### src/rtl/lpm_seq_pkg.sv
package lpm_seq_pkg;
    typedef enum logic [1:0] {
        ST_IDLE  = 2'd0,
        ST_ENTRY = 2'd1,
        ST_WAIT  = 2'd2,
        ST_EXIT  = 2'd3
    } seq_state_e;

    typedef enum logic [1:0] {
        K_END   = 2'd0,
        K_WAIT  = 2'd1,
        K_DELAY = 2'd2,
        K_DRIVE = 2'd3
    } cmd_kind_e;

    localparam int          IDX_W       = 7;
    localparam int          DLY_FIELD_W = 8;
    localparam logic [7:0]  END_CODE    = 8'h0F;

    localparam logic [7:0]  OFS_CFG    = 8'h08;
    localparam logic [7:0]  OFS_STATUS = 8'h0C;
    localparam logic [7:0]  OFS_VCTL   = 8'h1C;
    localparam logic [7:0]  OFS_CTL    = 8'h30;
    localparam logic [7:0]  OFS_DLY    = 8'h34;
    localparam logic [7:0]  OFS_DATA   = 8'h40;
    localparam logic [7:0]  OFS_MEM    = 8'h80;
endpackage

### src/rtl/lpm_seq_regs.sv
module lpm_seq_regs
    import lpm_seq_pkg::*;
#(
    parameter int          CMD_WORDS = 8,
    parameter logic [31:0] DLY_RESET = 32'h3C102800
) (
    input  logic                       clk,
    input  logic                       rst_n,
    input  logic                       we_i,
    input  logic [7:0]                 addr_i,
    input  logic [31:0]                wdata_i,
    output logic [31:0]                rdata_o,
    input  logic                       busy_i,
    input  logic [31:0]                status_i,
    output logic                       enable_o,
    output logic [IDX_W-1:0]           start_o,
    output logic [31:0]                dly_o,
    output logic [CMD_WORDS-1:0][31:0] mem_o
);
    localparam int DATA_REGS = 3;

    typedef struct packed {
        logic                       en;
        logic [IDX_W-1:0]           start;
        logic [31:0]                cfg;
        logic [31:0]                vctl;
        logic [31:0]                dly;
        logic [DATA_REGS-1:0][31:0] data;
        logic [CMD_WORDS-1:0][31:0] mem;
    } regs_t;

    regs_t r_d, r_q;

    // next-state: software writes; command words locked while busy
    always_comb begin
        r_d = r_q;
        if (we_i) begin
            if (addr_i == OFS_CTL) begin
                r_d.en    = wdata_i[0];
                r_d.start = wdata_i[10:4];
            end
            if (addr_i == OFS_CFG)  r_d.cfg  = wdata_i;
            if (addr_i == OFS_VCTL) r_d.vctl = wdata_i;
            if (addr_i == OFS_DLY)  r_d.dly  = wdata_i;
            for (int k = 0; k < DATA_REGS; k++) begin
                if (addr_i == OFS_DATA + 8'(4 * k)) r_d.data[k] = wdata_i;
            end
            if (!busy_i) begin
                for (int i = 0; i < CMD_WORDS; i++) begin
                    if (addr_i == OFS_MEM + 8'(4 * i)) r_d.mem[i] = wdata_i;
                end
            end
        end
    end

    always_ff @(posedge clk or negedge rst_n) begin
        if (!rst_n) begin
            r_q     <= '0;
            r_q.dly <= DLY_RESET;
        end else begin
            r_q <= r_d;
        end
    end

    // read mux
    always_comb begin
        rdata_o = '0;
        if (addr_i == OFS_CTL)    rdata_o = {21'b0, r_q.start, 3'b0, r_q.en};
        if (addr_i == OFS_CFG)    rdata_o = r_q.cfg;
        if (addr_i == OFS_VCTL)   rdata_o = r_q.vctl;
        if (addr_i == OFS_DLY)    rdata_o = r_q.dly;
        if (addr_i == OFS_STATUS) rdata_o = status_i;
        for (int k = 0; k < DATA_REGS; k++) begin
            if (addr_i == OFS_DATA + 8'(4 * k)) rdata_o = r_q.data[k];
        end
        for (int i = 0; i < CMD_WORDS; i++) begin
            if (addr_i == OFS_MEM + 8'(4 * i)) rdata_o = r_q.mem[i];
        end
    end

    assign enable_o = r_q.en;
    assign start_o  = r_q.start;
    assign dly_o    = r_q.dly;
    assign mem_o    = r_q.mem;

    assert_mem_locked_R10: assert property (@(posedge clk) disable iff (!rst_n)
        busy_i |=> $stable(r_q.mem));

    assert_start_tracks_write_R2: assert property (@(posedge clk) disable iff (!rst_n)
        (we_i && addr_i == OFS_CTL) |=> (r_q.start == $past(wdata_i[10:4])));
endmodule

### src/rtl/lpm_seq_decode.sv
module lpm_seq_decode
    import lpm_seq_pkg::*;
#(
    parameter int CMD_WORDS = 8,
    parameter int PWR_W     = 6
) (
    input  logic [CMD_WORDS-1:0][31:0] mem_i,
    input  logic [IDX_W-1:0]           ptr_i,
    output logic                       in_range_o,
    output cmd_kind_e                  kind_o,
    output logic [1:0]                 dly_sel_o,
    output logic [PWR_W-1:0]           arg_o
);
    localparam int BYTES  = CMD_WORDS * 4;
    localparam int BSEL_W = $clog2(BYTES);

    logic [7:0] bytes [BYTES];
    logic [7:0] cur;

    // little-endian byte lanes inside each command word
    for (genvar w = 0; w < CMD_WORDS; w++) begin : g_word
        for (genvar b = 0; b < 4; b++) begin : g_lane
            assign bytes[w*4+b] = mem_i[w][8*b +: 8];
        end
    end

    always_comb begin
        in_range_o = (int'(ptr_i) < BYTES);
        cur        = in_range_o ? bytes[ptr_i[BSEL_W-1:0]] : 8'h00;
        if (cur == END_CODE)  kind_o = K_END;
        else if (cur[7])      kind_o = K_WAIT;
        else if (cur[6])      kind_o = K_DELAY;
        else                  kind_o = K_DRIVE;
        dly_sel_o = cur[1:0];
        arg_o     = cur[PWR_W-1:0];
    end
endmodule

### src/rtl/lpm_seq_core.sv
module lpm_seq_core
    import lpm_seq_pkg::*;
#(
    parameter int PWR_W = 6
) (
    input  logic             clk,
    input  logic             rst_n,
    input  logic             enable_i,
    input  logic [IDX_W-1:0] start_i,
    input  logic [31:0]      dly_i,
    input  logic             in_range_i,
    input  cmd_kind_e        kind_i,
    input  logic [1:0]       dly_sel_i,
    input  logic [PWR_W-1:0] arg_i,
    input  logic             core_wfi_i,
    input  logic             wake_i,
    output seq_state_e       state_o,
    output logic [IDX_W-1:0] ptr_o,
    output logic             err_o,
    output logic [PWR_W-1:0] pwr_o,
    output logic             release_o
);
    typedef struct packed {
        seq_state_e             st;
        logic [IDX_W-1:0]       ptr;
        logic [DLY_FIELD_W-1:0] dly;
        logic [PWR_W-1:0]       pwr;
        logic                   rel;
        logic                   err;
        logic                   wfi;
    } core_t;

    core_t c_d, c_q;
    logic [DLY_FIELD_W-1:0] field;

    assign field = dly_i[DLY_FIELD_W*dly_sel_i +: DLY_FIELD_W];

    always_comb begin
        c_d     = c_q;
        c_d.rel = 1'b0;
        c_d.wfi = core_wfi_i;
        unique case (c_q.st)
            ST_IDLE: begin
                if (enable_i && core_wfi_i && !c_q.wfi) begin
                    c_d.st  = ST_ENTRY;
                    c_d.ptr = start_i;
                    c_d.dly = '0;
                end
            end
            ST_WAIT: begin
                if (wake_i) c_d.st = ST_EXIT;
            end
            default: begin
                if (c_q.dly != '0) begin
                    c_d.dly = c_q.dly - DLY_FIELD_W'(1);
                end else if (!in_range_i) begin
                    c_d.st  = ST_IDLE;
                    c_d.err = 1'b1;
                end else begin
                    unique case (kind_i)
                        K_END: begin
                            c_d.st  = ST_IDLE;
                            c_d.rel = 1'b1;
                        end
                        K_WAIT: begin
                            c_d.st  = ST_WAIT;
                            c_d.ptr = c_q.ptr + IDX_W'(1);
                        end
                        K_DELAY: begin
                            c_d.dly = field;
                            c_d.ptr = c_q.ptr + IDX_W'(1);
                        end
                        default: begin
                            c_d.pwr = arg_i;
                            c_d.ptr = c_q.ptr + IDX_W'(1);
                        end
                    endcase
                end
            end
        endcase
    end

    always_ff @(posedge clk or negedge rst_n) begin
        if (!rst_n) c_q <= '0;
        else        c_q <= c_d;
    end

    assign state_o   = c_q.st;
    assign ptr_o     = c_q.ptr;
    assign err_o     = c_q.err;
    assign pwr_o     = c_q.pwr;
    assign release_o = c_q.rel;

    assert_release_in_idle_R8: assert property (@(posedge clk) disable iff (!rst_n)
        c_q.rel |-> (c_q.st == ST_IDLE));
    assert_release_single_R8: assert property (@(posedge clk) disable iff (!rst_n)
        c_q.rel |=> !c_q.rel);
    assert_wait_holds_R6: assert property (@(posedge clk) disable iff (!rst_n)
        (c_q.st == ST_WAIT && !wake_i) |=> (c_q.st == ST_WAIT));
    assert_pwr_frozen_in_wait_R6: assert property (@(posedge clk) disable iff (!rst_n)
        (c_q.st == ST_WAIT) |=> $stable(c_q.pwr));
    assert_error_sticky_R11: assert property (@(posedge clk) disable iff (!rst_n)
        c_q.err |=> c_q.err);
    assert_disabled_stays_idle_R4: assert property (@(posedge clk) disable iff (!rst_n)
        (c_q.st == ST_IDLE && !enable_i) |=> (c_q.st == ST_IDLE));
endmodule

### src/rtl/lpm_seq.sv
module lpm_seq
    import lpm_seq_pkg::*;
#(
    parameter int          CMD_WORDS = 8,
    parameter int          PWR_W     = 6,
    parameter logic [31:0] DLY_RESET = 32'h3C102800
) (
    input  logic             clk,
    input  logic             rst_n,
    input  logic             reg_we,
    input  logic [7:0]       reg_addr,
    input  logic [31:0]      reg_wdata,
    output logic [31:0]      reg_rdata,
    input  logic             core_wfi,
    input  logic             wake_irq,
    output logic [PWR_W-1:0] pwr_ctl,
    output logic             core_release
);
    logic                       enable;
    logic [IDX_W-1:0]           start_idx;
    logic [31:0]                dly_word;
    logic [CMD_WORDS-1:0][31:0] mem;
    logic [31:0]                status;
    logic                       busy;
    logic                       in_range;
    cmd_kind_e                  kind;
    logic [1:0]                 dly_sel;
    logic [PWR_W-1:0]           arg;
    seq_state_e                 state;
    logic [IDX_W-1:0]           ptr;
    logic                       err;

    always_comb begin
        status        = '0;
        status[1:0]   = state;
        status[14:8]  = ptr;
        status[16]    = err;
    end

    assign busy = (state != ST_IDLE);

    lpm_seq_regs #(.CMD_WORDS(CMD_WORDS), .DLY_RESET(DLY_RESET)) i_regs (
        .clk(clk), .rst_n(rst_n), .we_i(reg_we), .addr_i(reg_addr),
        .wdata_i(reg_wdata), .rdata_o(reg_rdata), .busy_i(busy),
        .status_i(status), .enable_o(enable), .start_o(start_idx),
        .dly_o(dly_word), .mem_o(mem)
    );

    lpm_seq_decode #(.CMD_WORDS(CMD_WORDS), .PWR_W(PWR_W)) i_decode (
        .mem_i(mem), .ptr_i(ptr), .in_range_o(in_range), .kind_o(kind),
        .dly_sel_o(dly_sel), .arg_o(arg)
    );

    lpm_seq_core #(.PWR_W(PWR_W)) i_core (
        .clk(clk), .rst_n(rst_n), .enable_i(enable), .start_i(start_idx),
        .dly_i(dly_word), .in_range_i(in_range), .kind_i(kind),
        .dly_sel_i(dly_sel), .arg_i(arg), .core_wfi_i(core_wfi),
        .wake_i(wake_irq), .state_o(state), .ptr_o(ptr), .err_o(err),
        .pwr_o(pwr_ctl), .release_o(core_release)
    );
endmodule

### config.mk
export PLATFORM = sky130hd
export DESIGN_NAME = lpm_seq
export DESIGN_NICKNAME = d
export VERILOG_FILES = /design/src/rtl/lpm_seq_pkg.sv /design/src/rtl/lpm_seq_regs.sv /design/src/rtl/lpm_seq_decode.sv /design/src/rtl/lpm_seq_core.sv /design/src/rtl/lpm_seq.sv
export SDC_FILE = /design/constraint.sdc
export NUM_CORES = 1
export LEC_CHECK = 0
export BUFFER_PORTS_ARGS = -buffer_cell sky130_fd_sc_hd__buf_2
export CAP_MARGIN = 15
export CORE_ASPECT_RATIO = 1.25
export CORE_MARGIN = 2
export CORE_UTILIZATION = 35
export CTS_BUF_LIST = sky130_fd_sc_hd__clkbuf_16
export DETAILED_ROUTE_END_ITERATION = 10
export GPL_TIMING_DRIVEN = 1
export PLACE_DENSITY = 0.47
export SLEW_MARGIN = 40
export SYNTH_ARGS = -nofsm -noshare
export SYNTH_HDL_FRONTEND = slang
export SYNTH_SLANG_ARGS = --single-unit
export TNS_END_PERCENT = 20
### constraint.sdc
create_clock -name clk -period 5.1 [get_ports clk]
set_clock_uncertainty 0.05 [all_clocks]
set_input_delay 1.02 -clock clk [delete_from_list [all_inputs] [get_ports clk]]
set_output_delay 1.02 -clock clk [all_outputs]
set_load 0.005 [all_outputs]
==> results.yml <==
routing:
  vias: 17800
  drt-wirelength-per-cell_um: 30.1
  via_per_inst: 5.93
  drc: 0
  first_pass_iters: 8
  ant_nets: 0
  drtIter0Drc: 1557
  drt-total-wl_um: 90300
cts:
  cts_buffers: 51
  root_buffer: "clkbuf_16"
  cts_setup_buffers: 0
  hold_buffers: 0
  clockBufferDepth: 3
  cts_resized: 0
  cts_tree: "built"
  numClockSinks: 482
  ctsHtreeMaxLevel: 2
  insertion_delay_ps: 610
  clkTransAtPathRegs_ps: 60
placement:
  detailed_place.area_mm2: 0.0260
  gp_congestion: 0.927
  hpwlAfterDp_um: 63400
  port_buffers: 83
power:
  vdd_drop_max_v: 0.000267
  p_per_area_mw_per_mm2: 344
  power.leakage_nw: 13.3
yosys:
  synth_edf_count: 0
  ys_ff_latch: 482
  synth-main-ff-cell: "dfrtp_1"
  syn_area_per_cell_um2: 12.2
  synth_cells: 1987
  netlist_area_mm2: 0.0243
  yosysSeqAreaShare_pct: 49.6
  synth-warning-count: 0
  synthArstFlopShare_pct: 100
  ys_types: 79
  synthesis.nets: 2034
floorplan:
  die_area_mm2: 0.0716
  initial_core_util_pct: 35.2
  die_h_um: 299
  rows: 108
  die_w_um: 240
  num_io_pins: 84
  core_area_mm2: 0.0691
sta:
  worst_pin_slew_ps: 824
  slew_violations: 0
  tns_ps: 0
  finalHoldViolations: 0
  rsz0062_at_grt: "false"
  max_clock_freq_mhz: 206
  timing.final.crit_share_pct: 95.4
  setup_violations: 0
  fin_crit_ps: 4860
  max_slew_margin_pct: 44.8
global_route:
  grt_max_degree: 104
  grt_pass1_wl_um: 131000
  grt.total_usage_pct: 25.2
  grt_pass1_vias: 17900
  antenna_found_initial: 5
  overflow: 0
critical_path:
  timing.rr.end: "i_core.ptr_o[3]"
  reg2reg_depth: 9
  crit_path_max_fanout: 18
  cp.required_ps: 4030
  r2r_slack_ps: 1050
  critPathKind: "in2out"
  arrival_ps: 3790
  crit_path_end_kind: "output pin"
  crit_start: "reg_addr[1]"
  reg2reg_from: "i_core.ptr_o[0]"
  startpoint_type: "primary input"
run:
  max_cap_violations: 0
cells_and_area:
  final_util_pct: 40.0
  nNetsFinal: 2069
  final_common_cell: "mux2_2"
  final_cell_mix: "479 x mux2_2, 473 x dfrtp_1, 104 x nand2_1"
  drive_above_1_share_pct: 38.3
  syn_to_final_growth_pct: 13.5
  fin_area_mm2: 0.0276
hold_path:
  hp-class: "in2async"
run_status:
  outcome: "finished clean"
[final cells by class]
cell class / instances / area, um2
antenna: 2 / 5.00
clock buffer: 53 / 1330
clock inverter: 42 / 259
fill: 6655 / 41500
inverter: 9 / 33.8
multi-input combinational: 1322 / 11600
sequential: 482 / 12100
tap: 935 / 1170
timing repair buffer: 156 / 1160
[synth_stat cells (all sizes together) (7+ instances only)]
cell type | n | area (um2)
mux2i | 72 | 721
a211oi | 10 | 75.1
nand3 | 39 | 195
clkbuf | 88 | 330
nand2 | 116 | 435
a221oi | 25 | 219
o22ai | 39 | 244
o21ai | 47 | 239
a31oi | 28 | 175
inv | 8 | 30.0
a22o | 11 | 96.3
buf | 86 | 454
a221o | 9 | 90.1
nor3 | 30 | 165
a222oi | 28 | 280
o211ai | 15 | 113
o221ai | 8 | 70.1
a22oi | 77 | 578
dfrtp | 475 | 11900
nor2 | 74 | 285
or3 | 7 | 43.8
dfstp | 7 | 184
mux4 | 32 | 739
a21oi | 58 | 290
mux2 | 484 | 5460
nor2b | 15 | 93.8
[worst max-delay path, cell delays in order]
cell and delay (ps):
buf_2 140, or4b_2 860, nor2_2 180, buf_4 300, nand2_1 90, nand4_1 90
a221oi_1 50, or4_1 500, a31oi_1 360, buf_2 190
[power breakdown]
group | internal (W) | switching (W) | total [W]
logic | 0.000612 | 0.000945 | 0.00156
registers | 0.00404 | 0.000253 | 0.00430
clock network | 0.00202 | 0.00162 | 0.00364
total | 0.00668 | 0.00282 | 0.00950
[through the flow]
stage          instances  total power [W]  setup WS, ps  hold slack (ps)
6_report            3001          0.00950           237              226
3_3_place_gp        2903          0.00588           296              415
5_1_grt             3000          0.00984           186              212
2_1_floorplan       1987          0.00524           896              392
3_5_place_dp        2903          0.00591           316              418
4_1_cts             2998          0.00957           313              390
[sequential cells by signal, indices dropped and copies added, names as in the netlist, named ones only]
register / cells
i_core.c_q: 9
i_core.err_o: 1
i_core.ptr_o: 7
i_core.pwr_o: 6
i_core.release_o: 1
i_core.state_o: 1
i_regs.dly_o: 32
i_regs.enable_o: 1
i_regs.mem_o: 256
i_regs.r_q: 160
i_regs.start_o: 7
[how the worst max path moves through the flow]
stage / end / slack (ps) / cells after the start
after CTS: reg_rdata[6] / 310 / 10
after global placement: reg_rdata[6] / 300 / 10
after detailed placement: reg_rdata[6] / 320 / 10
final: reg_rdata[6] / 240 / 10
after global routing: reg_rdata[6] / 190 / 10
after floorplan: reg_rdata[6] / 900 / 9
[logic make-up after synthesis]
family / synth area share (%)
xor+xnor: 0.0721
fa+ha+maj: 0.103
simple gates: 6.75
mux: 28.5
compound gates: 11.6
buf+inv: 3.37
flops: 49.6
[layer usage]
layer	part of all wire (%)	global-route usage, %	wire length [um]	vias to the layer above
li1	-	-	-	7610
met1	43	33.7	38500	9410
met2	48	41.5	43500	619
met3	4.9	2.85	4410	148
met4	4.2	10.0	3820	4
met5	0.025	0	23	-
Power figures use the tool's default switching activity.
